<file path="config.mk">
export PLATFORM = sky130hd
export DESIGN_NAME = ovr_bpred
export DESIGN_NICKNAME = d
export VERILOG_FILES = /design/src/rtl/bp_pkg.sv /design/src/rtl/bp_gshare.sv /design/src/rtl/bp_perceptron.sv /design/src/rtl/bp_delay_pipe.sv /design/src/rtl/ovr_bpred.sv
export SDC_FILE = /design/constraint.sdc
export NUM_CORES = 2
export LEC_CHECK = 0
export BUFFER_PORTS_ARGS = -buffer_cell sky130_fd_sc_hd__buf_2
export CELL_PAD_IN_SITES_DETAIL_PLACEMENT = 1
export CELL_PAD_IN_SITES_GLOBAL_PLACEMENT = 1
export CORE_MARGIN = 4
export CORE_UTILIZATION = 47
export DETAILED_ROUTE_END_ITERATION = 7
export PLACE_DENSITY = 0.84
export REMOVE_ABC_BUFFERS = 1
export SLEW_MARGIN = 20
export SYNTH_ARGS = -nofsm -noshare
export SYNTH_HDL_FRONTEND = slang
export SYNTH_SLANG_ARGS = --single-unit
</file>
<file path="constraint.sdc">
create_clock -name clk -period 38 [get_ports clk]
set_clock_uncertainty 0.1 [all_clocks]
set_input_delay 1.9 -clock clk [delete_from_list [all_inputs] [get_ports clk]]
set_output_delay 1.9 -clock clk [all_outputs]
set_load 0.05 [all_outputs]
</file>
<file path="src/rtl/bp_pkg.sv">
// Package shared by the overriding predictor: 2-bit counter type and its
// saturating step. Assumes nothing beyond two-state synthesizable logic.
package bp_pkg;

    typedef logic [1:0] ctr2_t;

    localparam ctr2_t CTR_RESET = 2'b01;

    // Move a counter one step toward the outcome, holding at 0 and 3.
    function automatic ctr2_t ctr_step(input ctr2_t c, input logic up);
        if (up) begin
            return (c == 2'b11) ? c : c + 2'b01;
        end
        return (c == 2'b00) ? c : c - 2'b01;
    endfunction

endpackage

</file>
<file path="src/rtl/bp_gshare.sv">
// First-level predictor: a table of 2-bit counters indexed by address XOR
// global history. Read is combinational; training writes on the clock.
// Assumes the caller passes already-sliced address and history bits.
module bp_gshare
    import bp_pkg::*;
#(
    parameter int IDX_W = 6
) (
    input  logic             clk,
    input  logic             rst_n,
    input  logic [IDX_W-1:0] rd_pc,
    input  logic [IDX_W-1:0] hist,
    output logic             rd_taken,
    input  logic             wr_en,
    input  logic [IDX_W-1:0] wr_pc,
    input  logic             wr_taken
);
    localparam int DEPTH = 1 << IDX_W;

    ctr2_t            tbl [DEPTH];
    logic [IDX_W-1:0] rd_idx;
    logic [IDX_W-1:0] wr_idx;

    // Hash both ports with the current history.
    always_comb begin
        rd_idx   = rd_pc ^ hist;
        wr_idx   = wr_pc ^ hist;
        rd_taken = tbl[rd_idx][1];
    end

    // Reset all counters to weakly not taken; step one on each resolution.
    always_ff @(posedge clk) begin
        if (!rst_n) begin
            for (int i = 0; i < DEPTH; i++) begin
                tbl[i] <= CTR_RESET;
            end
        end else if (wr_en) begin
            tbl[wr_idx] <= ctr_step(tbl[wr_idx], wr_taken);
        end
    end

endmodule

</file>
<file path="src/rtl/bp_perceptron.sv">
// Second-level predictor core: a table of perceptrons, one row per address
// slice, each with a bias and one weight per history bit. Prediction is a
// combinational signed vote. The caller adds the latency. Training is
// gated by sign error or a small margin, and weights saturate symmetrically.
module bp_perceptron #(
    parameter int ROW_W  = 3,
    parameter int HIST_W = 23,
    parameter int WGT_W  = 8,
    parameter int THETA  = 58
) (
    input  logic              clk,
    input  logic              rst_n,
    input  logic [HIST_W-1:0] hist,
    input  logic [ROW_W-1:0]  rd_row,
    output logic              rd_taken,
    input  logic              tr_en,
    input  logic [ROW_W-1:0]  tr_row,
    input  logic              tr_taken
);
    localparam int ROWS  = 1 << ROW_W;
    localparam int NW    = HIST_W + 1;
    localparam int SUM_W = WGT_W + $clog2(NW) + 1;

    typedef logic signed [WGT_W-1:0] wgt_t;
    typedef logic signed [SUM_W-1:0] sum_t;

    localparam wgt_t WMAX    = wgt_t'((1 << (WGT_W - 1)) - 1);
    localparam wgt_t WMIN    = -WMAX;
    localparam sum_t THETA_S = sum_t'(THETA);

    wgt_t wt [ROWS][NW];
    sum_t rd_sum;
    sum_t tr_sum;
    sum_t tr_mag;
    logic tr_dir;
    logic tr_need;

    // Sign-extend one weight to the sum width.
    function automatic sum_t sx(input wgt_t w);
        return sum_t'(w);
    endfunction

    // Step one weight toward agreement, holding at the symmetric limits.
    function automatic wgt_t wstep(input wgt_t w, input logic up);
        if (up) begin
            return (w == WMAX) ? w : w + wgt_t'(1);
        end
        return (w == WMIN) ? w : w - wgt_t'(1);
    endfunction

    // Vote of the requested row over the current history.
    always_comb begin
        rd_sum = sx(wt[rd_row][0]);
        for (int i = 0; i < HIST_W; i++) begin
            if (hist[i]) rd_sum = rd_sum + sx(wt[rd_row][i+1]);
            else         rd_sum = rd_sum - sx(wt[rd_row][i+1]);
        end
        rd_taken = !rd_sum[SUM_W-1];
    end

    // Vote of the resolved row and the decision whether to train it.
    always_comb begin
        tr_sum = sx(wt[tr_row][0]);
        for (int i = 0; i < HIST_W; i++) begin
            if (hist[i]) tr_sum = tr_sum + sx(wt[tr_row][i+1]);
            else         tr_sum = tr_sum - sx(wt[tr_row][i+1]);
        end
        tr_dir  = !tr_sum[SUM_W-1];
        tr_mag  = tr_sum[SUM_W-1] ? -tr_sum : tr_sum;
        tr_need = (tr_dir != tr_taken) || (tr_mag <= THETA_S);
    end

    // Clear all weights on reset; apply one training step when needed.
    always_ff @(posedge clk) begin
        if (!rst_n) begin
            for (int r = 0; r < ROWS; r++) begin
                for (int j = 0; j < NW; j++) begin
                    wt[r][j] <= '0;
                end
            end
        end else if (tr_en && tr_need) begin
            wt[tr_row][0] <= wstep(wt[tr_row][0], tr_taken);
            for (int j = 0; j < HIST_W; j++) begin
                wt[tr_row][j+1] <= wstep(wt[tr_row][j+1], tr_taken == hist[j]);
            end
        end
    end

endmodule

</file>
<file path="src/rtl/bp_delay_pipe.sv">
// Fixed-length delay line that stands in for the slow predictor's access
// time. It carries a valid bit and a payload through LAT stages, so an
// entry loaded in cycle c is presented in cycle c+LAT. Assumes LAT >= 1.
module bp_delay_pipe #(
    parameter int W   = 6,
    parameter int LAT = 3
) (
    input  logic         clk,
    input  logic         rst_n,
    input  logic         in_valid,
    input  logic [W-1:0] in_data,
    output logic         out_valid,
    output logic [W-1:0] out_data
);
    for (genvar g = 0; g < LAT; g++) begin : g_stage
        logic         v;
        logic [W-1:0] d;
        if (g == 0) begin : g_head
            // First stage captures the incoming request.
            always_ff @(posedge clk) begin
                if (!rst_n) begin
                    v <= 1'b0;
                    d <= '0;
                end else begin
                    v <= in_valid;
                    d <= in_data;
                end
            end
        end else begin : g_body
            // Later stages copy the previous stage.
            always_ff @(posedge clk) begin
                if (!rst_n) begin
                    v <= 1'b0;
                    d <= '0;
                end else begin
                    v <= g_stage[g-1].v;
                    d <= g_stage[g-1].d;
                end
            end
        end
    end

    assign out_valid = g_stage[LAT-1].v;
    assign out_data  = g_stage[LAT-1].d;

endmodule

</file>
<file path="src/rtl/ovr_bpred.sv">
// Overriding two-level branch direction predictor. The fast counter table
// answers in the request cycle; the perceptron vote, taken from the same
// cycle's state, is delayed by SLOW_LAT cycles together with the tag and
// the fast direction. The block flags an override when they disagree. A
// resolution trains both levels and then shifts the outcome into the
// global history.
// Assumes: 2 <= SLOW_LAT <= 4, ROW_W <= IDX_W < PC_W, IDX_W <= HIST_W.
module ovr_bpred #(
    parameter int PC_W     = 16,
    parameter int IDX_W    = 6,
    parameter int ROW_W    = 3,
    parameter int HIST_W   = 23,
    parameter int WGT_W    = 8,
    parameter int SLOW_LAT = 3,
    parameter int TAG_W    = 4
) (
    input  logic             clk,
    input  logic             rst_n,
    input  logic             req_valid_i,
    input  logic [PC_W-1:0]  req_pc_i,
    input  logic [TAG_W-1:0] req_tag_i,
    output logic             fast_taken_o,
    output logic             slow_valid_o,
    output logic             slow_taken_o,
    output logic [TAG_W-1:0] slow_tag_o,
    output logic             override_o,
    input  logic             res_valid_i,
    input  logic [PC_W-1:0]  res_pc_i,
    input  logic             res_taken_i
);
    localparam int THETA  = (193 * HIST_W) / 100 + 14;
    localparam int PIPE_W = TAG_W + 2;

    logic [HIST_W-1:0] ghist;
    logic              slow_now;
    logic [PIPE_W-1:0] pipe_in;
    logic [PIPE_W-1:0] pipe_out;
    logic              pipe_out_v;
    logic              rec_fast;
    logic              unused_pc_hi;

    assign unused_pc_hi = ^{req_pc_i[PC_W-1:IDX_W], res_pc_i[PC_W-1:IDX_W]};

    // Global history: shift in each resolved outcome at bit 0.
    always_ff @(posedge clk) begin
        if (!rst_n) begin
            ghist <= '0;
        end else if (res_valid_i) begin
            ghist <= {ghist[HIST_W-2:0], res_taken_i};
        end
    end

    bp_gshare #(
        .IDX_W (IDX_W)
    ) i_fast (
        .clk      (clk),
        .rst_n    (rst_n),
        .rd_pc    (req_pc_i[IDX_W-1:0]),
        .hist     (ghist[IDX_W-1:0]),
        .rd_taken (fast_taken_o),
        .wr_en    (res_valid_i),
        .wr_pc    (res_pc_i[IDX_W-1:0]),
        .wr_taken (res_taken_i)
    );

    bp_perceptron #(
        .ROW_W  (ROW_W),
        .HIST_W (HIST_W),
        .WGT_W  (WGT_W),
        .THETA  (THETA)
    ) i_slow (
        .clk      (clk),
        .rst_n    (rst_n),
        .hist     (ghist),
        .rd_row   (req_pc_i[ROW_W-1:0]),
        .rd_taken (slow_now),
        .tr_en    (res_valid_i),
        .tr_row   (res_pc_i[ROW_W-1:0]),
        .tr_taken (res_taken_i)
    );

    // Payload carried to the compare point: tag, fast and slow directions.
    assign pipe_in = {req_tag_i, fast_taken_o, slow_now};

    bp_delay_pipe #(
        .W   (PIPE_W),
        .LAT (SLOW_LAT)
    ) i_lat (
        .clk       (clk),
        .rst_n     (rst_n),
        .in_valid  (req_valid_i),
        .in_data   (pipe_in),
        .out_valid (pipe_out_v),
        .out_data  (pipe_out)
    );

    // Present the slow result and flag disagreement with the recorded fast one.
    always_comb begin
        slow_valid_o = pipe_out_v;
        slow_tag_o   = pipe_out[PIPE_W-1:2];
        rec_fast     = pipe_out[1];
        slow_taken_o = pipe_out[0];
        override_o   = pipe_out_v && (rec_fast != pipe_out[0]);
    end

endmodule

</file>
==> metrics <==
Final Non-Filler Cells=15,400; DR WL/cell=31.72 um; die height=522.8 um; Slowest Stage Delay on Critical Path=910 ps; Post-DRT Antenna Nets=0; setup tns final=0 ps; worst hold slack=341.6 ps; number of flops mapped to enable cells by yosys=1,664; clock sinks=1,708; Post-Syn Area=124,600 sq um; Top Layer Used=met5; GP Congestion=0.9613; TritonRoute pass-1 iters=6; WHS Endpoint=i_lat.g_stage[1].d[2]$_SDFF_PN0_; final worst setup slack=9495 ps; core area=263,000 sq um; initial antenna violation count=34; max_cap viols=0; Synth Flop Type=edfxtp_1; via count=105,600; Critical Path Source Type=primary input; clock latency on the worst-skew pair=950 ps; critical path peak fanout=58; CTS tree=built; total wire length=488.4 mm; CTS Buf Count=198; H-tree lvl count=4; clk buf depth=4; total grt overflow=0; GRT Overall Usage=34.87%; max_slew headroom=17.76%; crit end category=flop; Final min period=28,500 ps; CTS Root Cell=clkbuf_16; DR iter-0 viols=13,380; asr flop ratio synth=0%; R2R Path Start=i_slow.wt[7][176]$_SDFFCE_PN0P_; Die ar.=273,400 sq um; period utilization=75.01%; Worst Path Arrival=28,890 ps; number of synthesized register bits=1,708; post-CTS sizing=0; Worst path slowest cell=buf_4; wire length on met3=58.36 mm; Synth Area per Inst=10.47 sq um; row cnt=188; Starting Density=47.37%; die width=522.8 um; cts hold-fix bufs=0; Syn Inst Count=11,900; Req. time, crit path=38,390 ps; worst-margin pin slew=1234 ps; number of port buffers=28; endpoints failing setup=0; RSZ-0062 raised after global routing=no; final hold violations=0; synth unique cells=111; status=complete, no violations; vias in the first global route=111,600; Area growth, synth to finish=8.260%; share of layout cells above drive strength 1=12.05%; DPL Wire Length=316.4 mm; final net count=12,470; routed wl met2=221.0 mm; clock slew at reported path FFs=60 ps; synth warn=0; Reg2Reg Depth=89; Worst path most repeated cell=ha_1; DRC=0; Setup Crit Path Kind=primary input to flop; post-CTS setup buffer count=0; M1 wire length=172.3 mm; largest net degree at the start of global routing=131; Worst Hold Class=flop to flop; flop-to-flop setup slack=12,260 ps; placed insts=15,010; routed vias/inst=6.857; hold path start=i_lat.g_stage[0].d[2]$_SDFF_PN0_; sequential area share after synthesis=40.82%; pre-CTS setup slack=9219 ps; R2R Path End=i_slow.wt[6][41]$_SDFFCE_PN0P_; Final Max Tran Viols=0; FMAX=35.08 MHz; cell count of the worst hold path=1; boundary pin count=49; first-pass GRT wire length=717.7 mm
==> layout by cell type (no fill, tap or decap), types with 193 or more instances in the layout <==
cell / count
a21o_1: 193
a21oi_1: 613
buf_4: 226
clkbuf_16: 204
edfxtp_1: 1664
ha_1: 683
inv_1: 472
mux2i_1: 396
mux4_2: 547
nand2_1: 684
nand3_1: 220
nor2_1: 2231
o21ai_0: 424
xnor2_1: 670
xor2_1: 245
==> per-layer routing <==
| metal | up-vias | track usage (%) |
|---|---|---|
| li1 | 43510 | - |
| met1 | 52870 | 42.38 |
| met2 | 7128 | 55.09 |
| met3 | 2081 | 8.721 |
| met4 | 16 | 23.20 |
| met5 | - | 0 |
==> cell usage after synthesis, drive strengths merged, types with 169 or more instances <==
cell type | number | area share, %
mux2 | 169 | 1.5
xnor2 | 677 | 4.8
a21o | 193 | 1.2
nor2 | 2238 | 6.7
a21oi | 616 | 2.5
ha | 683 | 6.9
buf | 410 | 2.0
nand2 | 688 | 2.1
o21ai | 460 | 1.9
inv | 476 | 1.4
nand3 | 220 | 0.88
xor2 | 250 | 1.8
clkbuf | 261 | 0.79
mux4 | 547 | 9.9
edfxtp | 1664 | 40
mux2i | 400 | 3.2
==> sequential cells by signal, summed over array words and instances (netlist names) <==
signal	cells
i_lat.g_stage.v	2
i_lat.out_valid	1
i_lat.g_stage.d	12
i_slow.wt	1536
i_lat.out_data	6
i_fast.tbl	128
ghist	23
==> worst max-delay path: cells and delay by family <==
kind / cells / cell delay [ps]
adders and majority gates: 23 / 8510
AOI/OAI and AO/OA: 20 / 5470
xor gates and xnor gates: 19 / 4710
buffers and inverters: 7 / 4510
and+or+nand+nor: 19 / 3090
muxes: 1 / 420
==> how the worst max path moves through the flow <==
stage | depth (start not counted) | slack, ps | startpoint | end
3_3_place_gp | 92 | 9820 | res_pc_i[2] | i_slow.wt[6][44]$_SDFFCE_PN0P_
3_5_place_dp | 90 | 9220 | res_pc_i[2] | i_slow.wt[6][42]$_SDFFCE_PN0P_
4_1_cts | 88 | 10000 | res_pc_i[2] | i_slow.wt[6][41]$_SDFFCE_PN0P_
2_1_floorplan | 78 | 1710 | res_pc_i[0] | i_slow.wt[6][0]$_SDFFCE_PN0P_
5_1_grt | 90 | 8500 | res_pc_i[2] | i_slow.wt[6][53]$_SDFFCE_PN0P_
6_report | 89 | 9500 | res_pc_i[2] | i_slow.wt[6][41]$_SDFFCE_PN0P_
==> cell type report <==
type / instances / area [sq um]
diodes: 32 / 80.08
inverters: 479 / 1810
well taps: 3515 / 4398
clock inverters: 117 / 1310
clock buffers: 235 / 5261
fillers: 28440 / 128100
flip-flops and latches: 1708 / 50850
repair buffers: 270 / 2226
multi-input cells: 9044 / 68940
==> cell families after synthesis <==
group | synth area share, %
AO/OA/AOI/OAI | 12.47
XOR/XNOR | 6.765
adder cells (fa/ha/maj) | 7.599
buffers and inverters | 4.214
flip-flops | 40.82
multiplexers | 14.64
AND/OR/NAND/NOR | 13.49
==> stage by stage <==
stage / area (sq um) / utilization [%]
CTS: 134600 / 51.20
floorplan: 121100 / -
finish: 134900 / 51.29
global placement: 128100 / 48.70
global route: 134800 / 51.26
detailed placement: 128100 / 48.70
Power is not shown: default switching activity piles up to over one toggle a cycle in this logic, so the estimate is an artifact.
